[src/rtl/st512_pkg.sv]
package st512_pkg;
    localparam int INSN_W   = 32;
    localparam int REG_AW   = 5;
    localparam int OPC_W    = 22;
    localparam logic [OPC_W-1:0] OPC_FIXED = 22'b1111100000111111100100;
    localparam logic [REG_AW-1:0] SP_SEL = 5'd31;

    typedef enum logic [2:0] {
        ST_IDLE,
        ST_GATHER,
        ST_BASE,
        ST_REQ,
        ST_FAULT
    } fsm_e;

    typedef enum logic [1:0] {
        FLT_NONE    = 2'd0,
        FLT_UNDEF   = 2'd1,
        FLT_SPALIGN = 2'd2,
        FLT_ALIGN   = 2'd3
    } fault_e;
endpackage

[src/rtl/st512_decode.sv]
module st512_decode
    import st512_pkg::*;
(
    input  logic [INSN_W-1:0] insn,
    input  logic              feat_en,
    output logic              legal,
    output logic [REG_AW-1:0] rt,
    output logic [REG_AW-1:0] rn
);
    logic opc_hit;
    logic rt_bad;

    always_comb begin
        rt      = insn[REG_AW-1:0];
        rn      = insn[2*REG_AW-1:REG_AW];
        opc_hit = (insn[INSN_W-1:2*REG_AW] == OPC_FIXED);
        // first register must be even and the run of eight must stay below 30
        rt_bad  = (rt[4:3] == 2'b11) || rt[0];
        legal   = opc_hit && feat_en && !rt_bad;
    end
endmodule

[src/rtl/st512_bswap.sv]
module st512_bswap #(
    parameter int W = 64
) (
    input  logic         en,
    input  logic [W-1:0] din,
    output logic [W-1:0] dout
);
    localparam int NB = W / 8;

    logic [W-1:0] rev;

    for (genvar b = 0; b < NB; b++) begin : g_byte
        assign rev[8*b +: 8] = din[8*(NB-1-b) +: 8];
    end

    assign dout = en ? rev : din;
endmodule

[src/rtl/st512_base_check.sv]
module st512_base_check
    import st512_pkg::*;
#(
    parameter int XLEN     = 64,
    parameter int OFSW     = 6,
    parameter int SPW      = 4
) (
    input  logic [REG_AW-1:0] rn,
    input  logic [XLEN-1:0]   sp_value,
    input  logic [XLEN-1:0]   reg_value,
    output logic [XLEN-1:0]   base,
    output logic              tagchk,
    output fault_e            fault
);
    logic use_sp;
    logic sp_mis;
    logic blk_mis;

    always_comb begin
        use_sp  = (rn == SP_SEL);
        base    = use_sp ? sp_value : reg_value;
        tagchk  = !use_sp;
        sp_mis  = use_sp && (sp_value[SPW-1:0] != '0);
        blk_mis = (base[OFSW-1:0] != '0);
        if (sp_mis)       fault = FLT_SPALIGN;
        else if (blk_mis) fault = FLT_ALIGN;
        else              fault = FLT_NONE;
    end
endmodule

[src/rtl/st512_store_assembler.sv]
module st512_store_assembler
    import st512_pkg::*;
#(
    parameter int XLEN     = 64,
    parameter int BEATS    = 8,
    parameter int SP_ALIGN = 16
) (
    input  logic                   clk,
    input  logic                   rst_n,
    input  logic                   in_valid,
    output logic                   in_ready,
    input  logic [INSN_W-1:0]      in_insn,
    input  logic                   feat_en,
    input  logic                   big_endian,
    input  logic [XLEN-1:0]        sp_value,
    output logic [REG_AW-1:0]      rf_raddr,
    input  logic [XLEN-1:0]        rf_rdata,
    output logic                   req_valid,
    input  logic                   req_ready,
    output logic [XLEN-1:0]        req_addr,
    output logic [XLEN*BEATS-1:0]  req_data,
    output logic                   req_tagchk,
    output logic                   flt_valid,
    output logic [1:0]             flt_code
);
    localparam int DATAW  = XLEN * BEATS;
    localparam int IDXW   = $clog2(BEATS);
    localparam int OFSW   = $clog2(DATAW / 8);
    localparam int SPW    = $clog2(SP_ALIGN);
    localparam logic [IDXW-1:0] LAST_IDX = IDXW'(BEATS - 1);

    typedef struct packed {
        fsm_e              st;
        logic [IDXW-1:0]   idx;
        logic [REG_AW-1:0] rt;
        logic [REG_AW-1:0] rn;
        logic              be;
        logic [DATAW-1:0]  data;
        logic [XLEN-1:0]   addr;
        logic              tag;
        fault_e            fcode;
    } ctx_t;

    ctx_t ctx_d, ctx_q;

    logic              dec_legal;
    logic [REG_AW-1:0] dec_rt;
    logic [REG_AW-1:0] dec_rn;
    logic [XLEN-1:0]   lane_val;
    logic [XLEN-1:0]   chk_base;
    logic              chk_tag;
    fault_e            chk_fault;

    st512_decode u_dec (
        .insn    (in_insn),
        .feat_en (feat_en),
        .legal   (dec_legal),
        .rt      (dec_rt),
        .rn      (dec_rn)
    );

    st512_bswap #(.W(XLEN)) u_swap (
        .en   (ctx_q.be),
        .din  (rf_rdata),
        .dout (lane_val)
    );

    st512_base_check #(.XLEN(XLEN), .OFSW(OFSW), .SPW(SPW)) u_base (
        .rn        (ctx_q.rn),
        .sp_value  (sp_value),
        .reg_value (rf_rdata),
        .base      (chk_base),
        .tagchk    (chk_tag),
        .fault     (chk_fault)
    );

    // read address: data run during gather, base register otherwise
    always_comb begin
        if (ctx_q.st == ST_GATHER)
            rf_raddr = ctx_q.rt + REG_AW'(ctx_q.idx);
        else
            rf_raddr = ctx_q.rn;
    end

    always_comb begin
        ctx_d = ctx_q;
        unique case (ctx_q.st)
            ST_IDLE: begin
                if (in_valid) begin
                    if (!dec_legal) begin
                        ctx_d.st    = ST_FAULT;
                        ctx_d.fcode = FLT_UNDEF;
                    end else begin
                        ctx_d.st    = ST_GATHER;
                        ctx_d.idx   = '0;
                        ctx_d.rt    = dec_rt;
                        ctx_d.rn    = dec_rn;
                        ctx_d.be    = big_endian;
                        ctx_d.data  = '0;
                        ctx_d.fcode = FLT_NONE;
                    end
                end
            end
            ST_GATHER: begin
                ctx_d.data[ctx_q.idx*XLEN +: XLEN] = lane_val;
                if (ctx_q.idx == LAST_IDX) ctx_d.st  = ST_BASE;
                else                       ctx_d.idx = ctx_q.idx + 1'b1;
            end
            ST_BASE: begin
                ctx_d.addr = chk_base;
                ctx_d.tag  = chk_tag;
                if (chk_fault != FLT_NONE) begin
                    ctx_d.st    = ST_FAULT;
                    ctx_d.fcode = chk_fault;
                end else begin
                    ctx_d.st = ST_REQ;
                end
            end
            ST_REQ: begin
                if (req_ready) ctx_d.st = ST_IDLE;
            end
            ST_FAULT: begin
                ctx_d.st    = ST_IDLE;
                ctx_d.fcode = FLT_NONE;
            end
            default: ctx_d.st = ST_IDLE;
        endcase
    end

    always_ff @(posedge clk) begin
        if (!rst_n) begin
            ctx_q       <= '0;
            ctx_q.st    <= ST_IDLE;
            ctx_q.fcode <= FLT_NONE;
        end else begin
            ctx_q <= ctx_d;
        end
    end

    assign in_ready   = (ctx_q.st == ST_IDLE);
    assign req_valid  = (ctx_q.st == ST_REQ);
    assign req_addr   = ctx_q.addr;
    assign req_data   = ctx_q.data;
    assign req_tagchk = ctx_q.tag;
    assign flt_valid  = (ctx_q.st == ST_FAULT);
    assign flt_code   = (ctx_q.st == ST_FAULT) ? ctx_q.fcode : FLT_NONE;

    // pending request is frozen until taken
    p_req_hold_r10: assert property (@(posedge clk) disable iff (!rst_n)
        req_valid && !req_ready |=> req_valid && $stable(req_addr)
                                   && $stable(req_data) && $stable(req_tagchk));

    // no new instruction while a request waits
    p_busy_r10: assert property (@(posedge clk) disable iff (!rst_n)
        req_valid |-> !in_ready);

    // an issued request is block aligned
    p_aligned_r8: assert property (@(posedge clk) disable iff (!rst_n)
        req_valid |-> (req_addr[OFSW-1:0] == '0));

    // fault pulse lasts one cycle and never overlaps a request
    p_flt_pulse_r11: assert property (@(posedge clk) disable iff (!rst_n)
        flt_valid |=> !flt_valid);

    p_excl_r11: assert property (@(posedge clk) disable iff (!rst_n)
        !(flt_valid && req_valid));

    // an undefined word leads straight to a code 1 fault
    p_undef_r1: assert property (@(posedge clk) disable iff (!rst_n)
        in_valid && in_ready && !dec_legal |=> flt_valid && flt_code == 2'd1);

    // gather addresses step by one
    p_step_r4: assert property (@(posedge clk) disable iff (!rst_n)
        $past(ctx_q.st == ST_GATHER) && ctx_q.st == ST_GATHER
        |-> rf_raddr == $past(rf_raddr) + 1'b1);
endmodule

[config.mk]
export PLATFORM = sky130hd
export DESIGN_NAME = st512_store_assembler
export DESIGN_NICKNAME = d
export VERILOG_FILES = /design/src/rtl/st512_pkg.sv /design/src/rtl/st512_decode.sv /design/src/rtl/st512_bswap.sv /design/src/rtl/st512_base_check.sv /design/src/rtl/st512_store_assembler.sv
export SDC_FILE = /design/constraint.sdc
export NUM_CORES = 1
export LEC_CHECK = 0
export ABC_AREA = 1
export BUFFER_PORTS_ARGS = -buffer_cell sky130_fd_sc_hd__clkbuf_2
export CAP_MARGIN = 30
export CORE_AREA = 2 2 296 298
export CTS_CLUSTER_SIZE = 25
export DETAILED_ROUTE_END_ITERATION = 12
export DIE_AREA = 0 0 298 300
export PLACE_DENSITY_LB_ADDON = 0.05
export SLEW_MARGIN = 20
export SYNTH_ARGS = -nofsm -noshare
export SYNTH_HDL_FRONTEND = slang
export SYNTH_SLANG_ARGS = --single-unit
[constraint.sdc]
create_clock -name clk -period 5.3 [get_ports clk]
set_clock_uncertainty 0.1 [all_clocks]
set_input_delay 0 -clock clk [delete_from_list [all_inputs] [get_ports clk]]
set_output_delay 0 -clock clk [all_outputs]
set_load 0.01 [all_outputs]
* After elaboration in Yosys (flattened, before gate mapping)
Cells that the tools add are included.
** Word-level totals
- Bits in registers :: 596
- Bits in latches :: 0
- RAM bits :: 0
- Memory bits (read-only) :: 0
- Bits of input ports :: 166
- Output and inout port bits :: 587
- Logic and storage cells :: 66
- Memories kept :: 0
** Operators by class
- Add/subtract/negate cells :: 3
- $mul :: 0
- Div/mod/pow operators :: 0
- $lt $le $gt $ge :: 0
- Equality and inequality tests :: 14
- Shift operators :: 2
- Muxes and demuxes :: 21
- Bitwise gates (word level) :: 0
- Reductions and logical operators :: 17
** Operators with widths (count)
- $pmux W512 S2 :: 1
- $mux W529 :: 1
- $mux W526 :: 1
- $bwmux W512 :: 1
- $shift A64 B34 Y512 const A :: 1
- $shiftx A64 B34 Y512 :: 1
- $mux W64 :: 2
- $neg A9 Y34 :: 1
- $eq A22 B22 Y1 const B :: 1
- $mux W3 :: 5
- $pmux W3 S4 :: 1
- $reduce_and A3 Y1 :: 4
- $mux W2 :: 5
- $eq A3 B2 Y1 const B :: 2
- $eq A3 B3 Y1 const B :: 2
- $ne A2 B1 Y1 const B :: 3
- $ne A2 B2 Y1 const B :: 3
- $pmux W2 S3 :: 1
- $pmux W3 S2 :: 1
- $reduce_bool A6 Y1 :: 1
- $add A5 B3 Y5 :: 1
- $eq A5 B5 Y1 const B :: 1
- $mux W5 :: 1
- $reduce_and A4 Y1 :: 1
- other kinds (11) :: 15

* Longest topological paths before layout
- Word-level depth :: 8
- Depth in mapped cells :: 11
- Mapped depth without buffers :: 11

* Modules after synthesis
A second synthesis with hierarchy kept.
** Unflattened totals
- Cell total of the unflattened synthesis :: 4514
- Area, all modules :: 31241.2 sq um
** By module, submodules not included
- st512_store_assembler :: times used 1, cells each 4033, area an instance 29228.0 sq um, seq. area each 11931.4 sq um
- st512_base_check :: times used 1, cells each 231, area an instance 959.7 sq um, seq. area each 0.0 sq um
- st512_bswap :: times used 1, cells each 206, area an instance 844.6 sq um, seq. area each 0.0 sq um
- st512_decode :: times used 1, cells each 44, area an instance 209.0 sq um, seq. area each 0.0 sq um

* Worst setup path before layout
No wires, ideal clock.
- Path kind :: register -> register
- From :: register ctx_q[590] (netlist bit)
- To :: register ctx_q (netlist bit req_data[10])
- Setup time :: 0.070 ns
- Arrival time :: 2.021 ns
- Data required time :: 5.130 ns
- Path slack :: 3.109 ns
- Cell stages (with the launch flop) :: 9
- Path buffers :: 2
- Clock period less this slack :: 2.191 ns
- Cells stage by stage :: dfxtp_1 inv_2 ha_1 ha_1 nor4_4 buf_2 buf_2 nand2_1 a21oi_1
** On the way
- Longest elaborated chain between the ends :: 4
- Elaborated cells on any way between the ends :: 5
- Those cells by class :: add/sub (1); shift (2); mux (2)
** RTL lines
- from (decl) :: RTL line st512_store_assembler.sv:44 : ctx_t ctx_d, ctx_q;
- from (signal assigned) :: RTL line st512_store_assembler.sv:136 : ctx_q <= ctx_d;
- $neg A9 Y34 * :: RTL line st512_store_assembler.sv:105 : ctx_d.data[ctx_q.idx*XLEN +: XLEN] = lane_val;
- $shiftx A64 B34 Y512 / $shift A64 B34 Y512 (equally long branches) :: RTL line st512_store_assembler.sv:105
- $bwmux W512 * :: RTL line st512_store_assembler.sv:105
- $pmux W512 S2 * :: RTL line st512_store_assembler.sv:87 : unique case (ctx_q.st)
Mark *: on every way between the ends. The rest lies on a longest branch, timed or not.
A chain may end at the register's enable or synchronous reset.

* Final worst setup path
- From :: input in_insn[11]
- To :: register ctx_q (netlist bit req_data[32])
** On the way
- Longest elaborated chain between the ends :: 5
** RTL lines
- from (decl) :: RTL line st512_store_assembler.sv:12 : input logic [INSN_W-1:0] in_insn,
- $eq A22 B22 Y1 :: RTL line st512_decode.sv:16 : opc_hit = (insn[INSN_W-1:2*REG_AW] == OPC_FIXED);
- $logic_and A1 B1 Y1 (2 in series) :: RTL line st512_decode.sv:19 : legal = opc_hit && feat_en && !rt_bad;
- $ne A2 B1 Y1 (no source line)
- $reduce_and A3 Y1 (no source line)
Every way passes these cells.

==> flow_summary_export.csv <==
group,metric,value,unit
placement,dp.cells,5176,
routing,drtPass1Iterations,5,
setup_path,r2r_start,"ctx_q[595]",
final_layout,final-instance-count-excl-fill,5527,
setup_path,crit_buf_inv,6,
power_and_ir_drop,fin_total_pwr,9.949,mW
final_layout,nNetsFinal,4491,
routing,vias,26337,
setup_path,r2r-end,"req_addr[33]",
synth,synth_edf_count,0,
synth,yosys-top-cells-count,"1144 x nand2_1, 596 x dfxtp_1, 592 x buf_4",
timing,tightestPinTransition,1172,ps
synth,synth_top_cell_by_area,"dfxtp_1",
global_routing,overflow,0,
power_and_ir_drop,comb_power_share,4.0,%
global_routing,top_usage_layer,"met2",
setup_path,cp_top_family,"buffers and inverters",
synth,ys_async_sr_fraction,0,%
final_layout,multiInputGateArea,10690,µm²
timing,hold_viol,3,
timing,slew_headroom,21.86,%
synth,ys_seq_elements,596,
clock_tree,cts-root-buf,"clkbuf_16",
timing,rsz0062_at_grt,"false",
final_layout,regArea,11940,µm²
synth,synth.most_common_cell,"nand2_1",
global_routing,grt_usage,26.47,%
synth,ys_warn_count,0,
timing,setup-violations-final,0,
floorplan,die_h,300,µm
setup_path,cpMaxStageDelayCell,"dlygate4sd3_1",
setup_path,required,5640,ps
power_and_ir_drop,powerDensity,293.3,nW/µm²
synth,synth_top_cell_area_share,40.96,%
synth,synthMuxAreaShare,0,%
min_path,worstHoldPathType,"in -> reg",
clock_tree,clock_path_buffers,3,
power_and_ir_drop,p_sw_share,23.17,%
final_layout,drive_gt1_share,21.83,%
routing,routed_wl,123.7,mm
floorplan,fp.dieW,298,µm
timing,fin_crit,3975,ps
placement,io_buffers,752,
floorplan,core-area,86210,µm²
synth,synth_compound_area_share,13.96,%
clock_tree,htreeDepth,3,
power_and_ir_drop,p_sw,2.305,mW
clock_tree,numCtsBuffers,73,
min_path,worstHoldPathCells,6,
clock_tree,post-cts-setup-buffer-count,0,
placement,place_congestion,0.8412,
setup_path,slowest_delay,630,ps
status,outcome,"complete, but fails checks",
placement,dp_hpwl,88.16,mm
routing,viasPerCell,4.765,
power_and_ir_drop,pwr-share-clk,51.0,%
timing,whs,-91.95,ps
status,violations,"negative hold slack",
timing,maxSlewViolCount,0,
clock_tree,cts_tree,"yes",
power_and_ir_drop,seqPwrFrac,45.1,%
synth,syn_area_per_cell,7.196,µm²
global_routing,antenna_found_initial,9,
synth,netlist_area,29130,µm²
floorplan,num_rows,108,
synth,synth_xor_xnor_area_share,0.06014,%
floorplan,ios,753,
setup_path,worstSetupPathType,"in -> reg",
global_routing,grt_pass1_wl,177.4,mm
synth,synth_cell_type_count,35,
setup_path,crit_chain,"dlygate4sd3_1 -> clkbuf_2 -> nor2_1 -> dlygate4sd3_1 -> nand3_1 -> dlygate4sd3_1 -> nor2_1 -> dlygate4sd3_1 -> nand3_4 -> nand2_8 -> o21ai_4 -> buf_4 -> nand2_1 -> a21oi_1",
setup_path,setup.worst_path.start,"in_insn[11]",
setup_path,r2r_cells,9,
clock_tree,clkLatencyLatePin,610,ps
power_and_ir_drop,ir_drop,0.2339,mV
routing,drc,0,
global_routing,grt_max_degree,193,
routing,post_drt_wl_per_cell,22.38,µm
timing,setup_tns,0,ps
synth,synth_flop_cell,"dfxtp_1",
timing,post-route-period-util,74.99,%
global_routing,use_met2,41.97,%
global_routing,use_met1,35.39,%
timing,fmax,0.2516,GHz
setup_path,crit_end,"req_data[32]",
synth,synth_top_family_by_area,"buffers and inverters",
clock_tree,numClockSinks,596,
routing,drt_iter0_drc,1942,
floorplan,start_util,33.79,%
setup_path,cp_data_arrival_time,4320,ps
setup_path,critical_path_depth,14,
floorplan,die_area,89400,µm²
run,maxCapViolations,0,
setup_path,critPathCaptureType,"register",
setup_path,crit_path_max_fanout,73,
synth,synth_cells,4048,
power_and_ir_drop,internal_power,7.644,mW
synth,synth-simple-area-share,22.02,%
synth,synth_fa_ha_area_share,0.4983,%
synth,synthTopCellsByArea,"dfxtp_1 41%, buf_4 15%, nand2_1 15%",
setup_path,crit_top_cell,"dlygate4sd3_1",
clock_tree,clkTransAtPathRegs,60,ps
setup_path,r2r_slack,1790,ps
routing,final_antenna_net_count,0,
final_layout,num-fill-cells,9370,
synth,synth_nets,4225,
setup_path,worst_setup_path_start_kind,"input pin",
power_and_ir_drop,p_leak,13.95,nW
synth,ys_seq_area_share,40.96,%
global_routing,grtUsageMet3,7.385,%
global_routing,first_global_vias,25311,
final_layout,syn_to_final_growth,16.46,%
[final cells by class]
cell class              instances  area share (%)
well taps                    1155           4.260
flip-flops and latches        596           35.18
multi-input cells            2362           31.51
clock buffers                 110           6.274
diodes                          6         0.04426
inverters                     252           2.818
repair buffers               1029           19.13
clock inverters                17          0.7783
[cells in the final DEF, fill, tap and decap left out, types with 9 or more instances in the layout]
master,n
a21oi_1,532
buf_4,47
clkbuf_1,23
clkbuf_16,75
clkbuf_2,751
clkbuf_8,12
dfxtp_1,595
dlygate4sd3_1,216
ha_1,9
inv_1,236
inv_2,14
nand2_1,1144
nand3_1,85
nand4_1,69
nor2_1,285
o211ai_1,121
o21ai_0,86
[worst min-delay path, stage by stage]
cell and delay [ps]:
clkbuf_2 90, nand4_1 90, nor2_1 40, nand4_1 160
o21ai_0 100, a21oi_1 100
[what timing repair did]
item	CTS	global route
endpoints found under the hold margin	238	10
gates resized for setup	0	0
hold buffers	211	5
[cell families after synthesis]
| kind of cell | after synthesis |
|---|---|
| buffers and inverters | 1090 |
| adder cells (fa/ha/maj) | 11 |
| AO/OA/AOI/OAI | 746 |
| flip-flops | 596 |
| XOR/XNOR | 2 |
| AND/OR/NAND/NOR | 1603 |
[flip-flops by register name, summed over array words and instances, names as in the netlist]
| signal | cells |
|---|---|
| req_data | 512 |
| req_addr | 64 |
| ctx_q | 19 |
| req_tagchk | 1 |
[through the flow]
step                      util (%)  hold slack (ps)  cell area [µm²]  setup WS [ps]
after floorplan                  -            65.01            29130           3109
after global placement       33.89            186.7            29220           1972
after detailed placement     34.01            188.1            29320           1970
after CTS                    39.24            1.728            33830           1403
after global routing         39.34            5.281            33920           1176
final                        39.35           -91.95            33920           1325
[power by group through the flow]
| stage | registers (mW) | clock network (mW) | logic, mW |
|---|---|---|---|
| after global routing | 4.48 | 5.36 | 0.423 |
| after global placement | 4.58 | 0 | 0.314 |
| after CTS | 4.48 | 5.18 | 0.395 |
| after floorplan | 4.58 | 0 | 0.121 |
| final | 4.48 | 5.07 | 0.397 |
| after detailed placement | 4.58 | 0 | 0.316 |
[worst min path at each step]
stage | start | endpoint | slack, ps
5_1_grt | in_insn[12] | ctx_q[584] | 5
2_1_floorplan | in_valid | ctx_q[595] | 70
3_5_place_dp | in_insn[2] | ctx_q[587] | 190
4_1_cts | rf_rdata[52] | req_data[396] | 2
3_3_place_gp | in_insn[1] | ctx_q[586] | 190
6_report | in_insn[12] | ctx_q[584] | -90
[layer usage]
layer,wire length (µm),vias up
met5,36,-
met4,2719,6
met3,9471,128
met2,55750,809
met1,55720,12483
li1,-,12911
No activity file was read; power rests on OpenSTA's default activity.
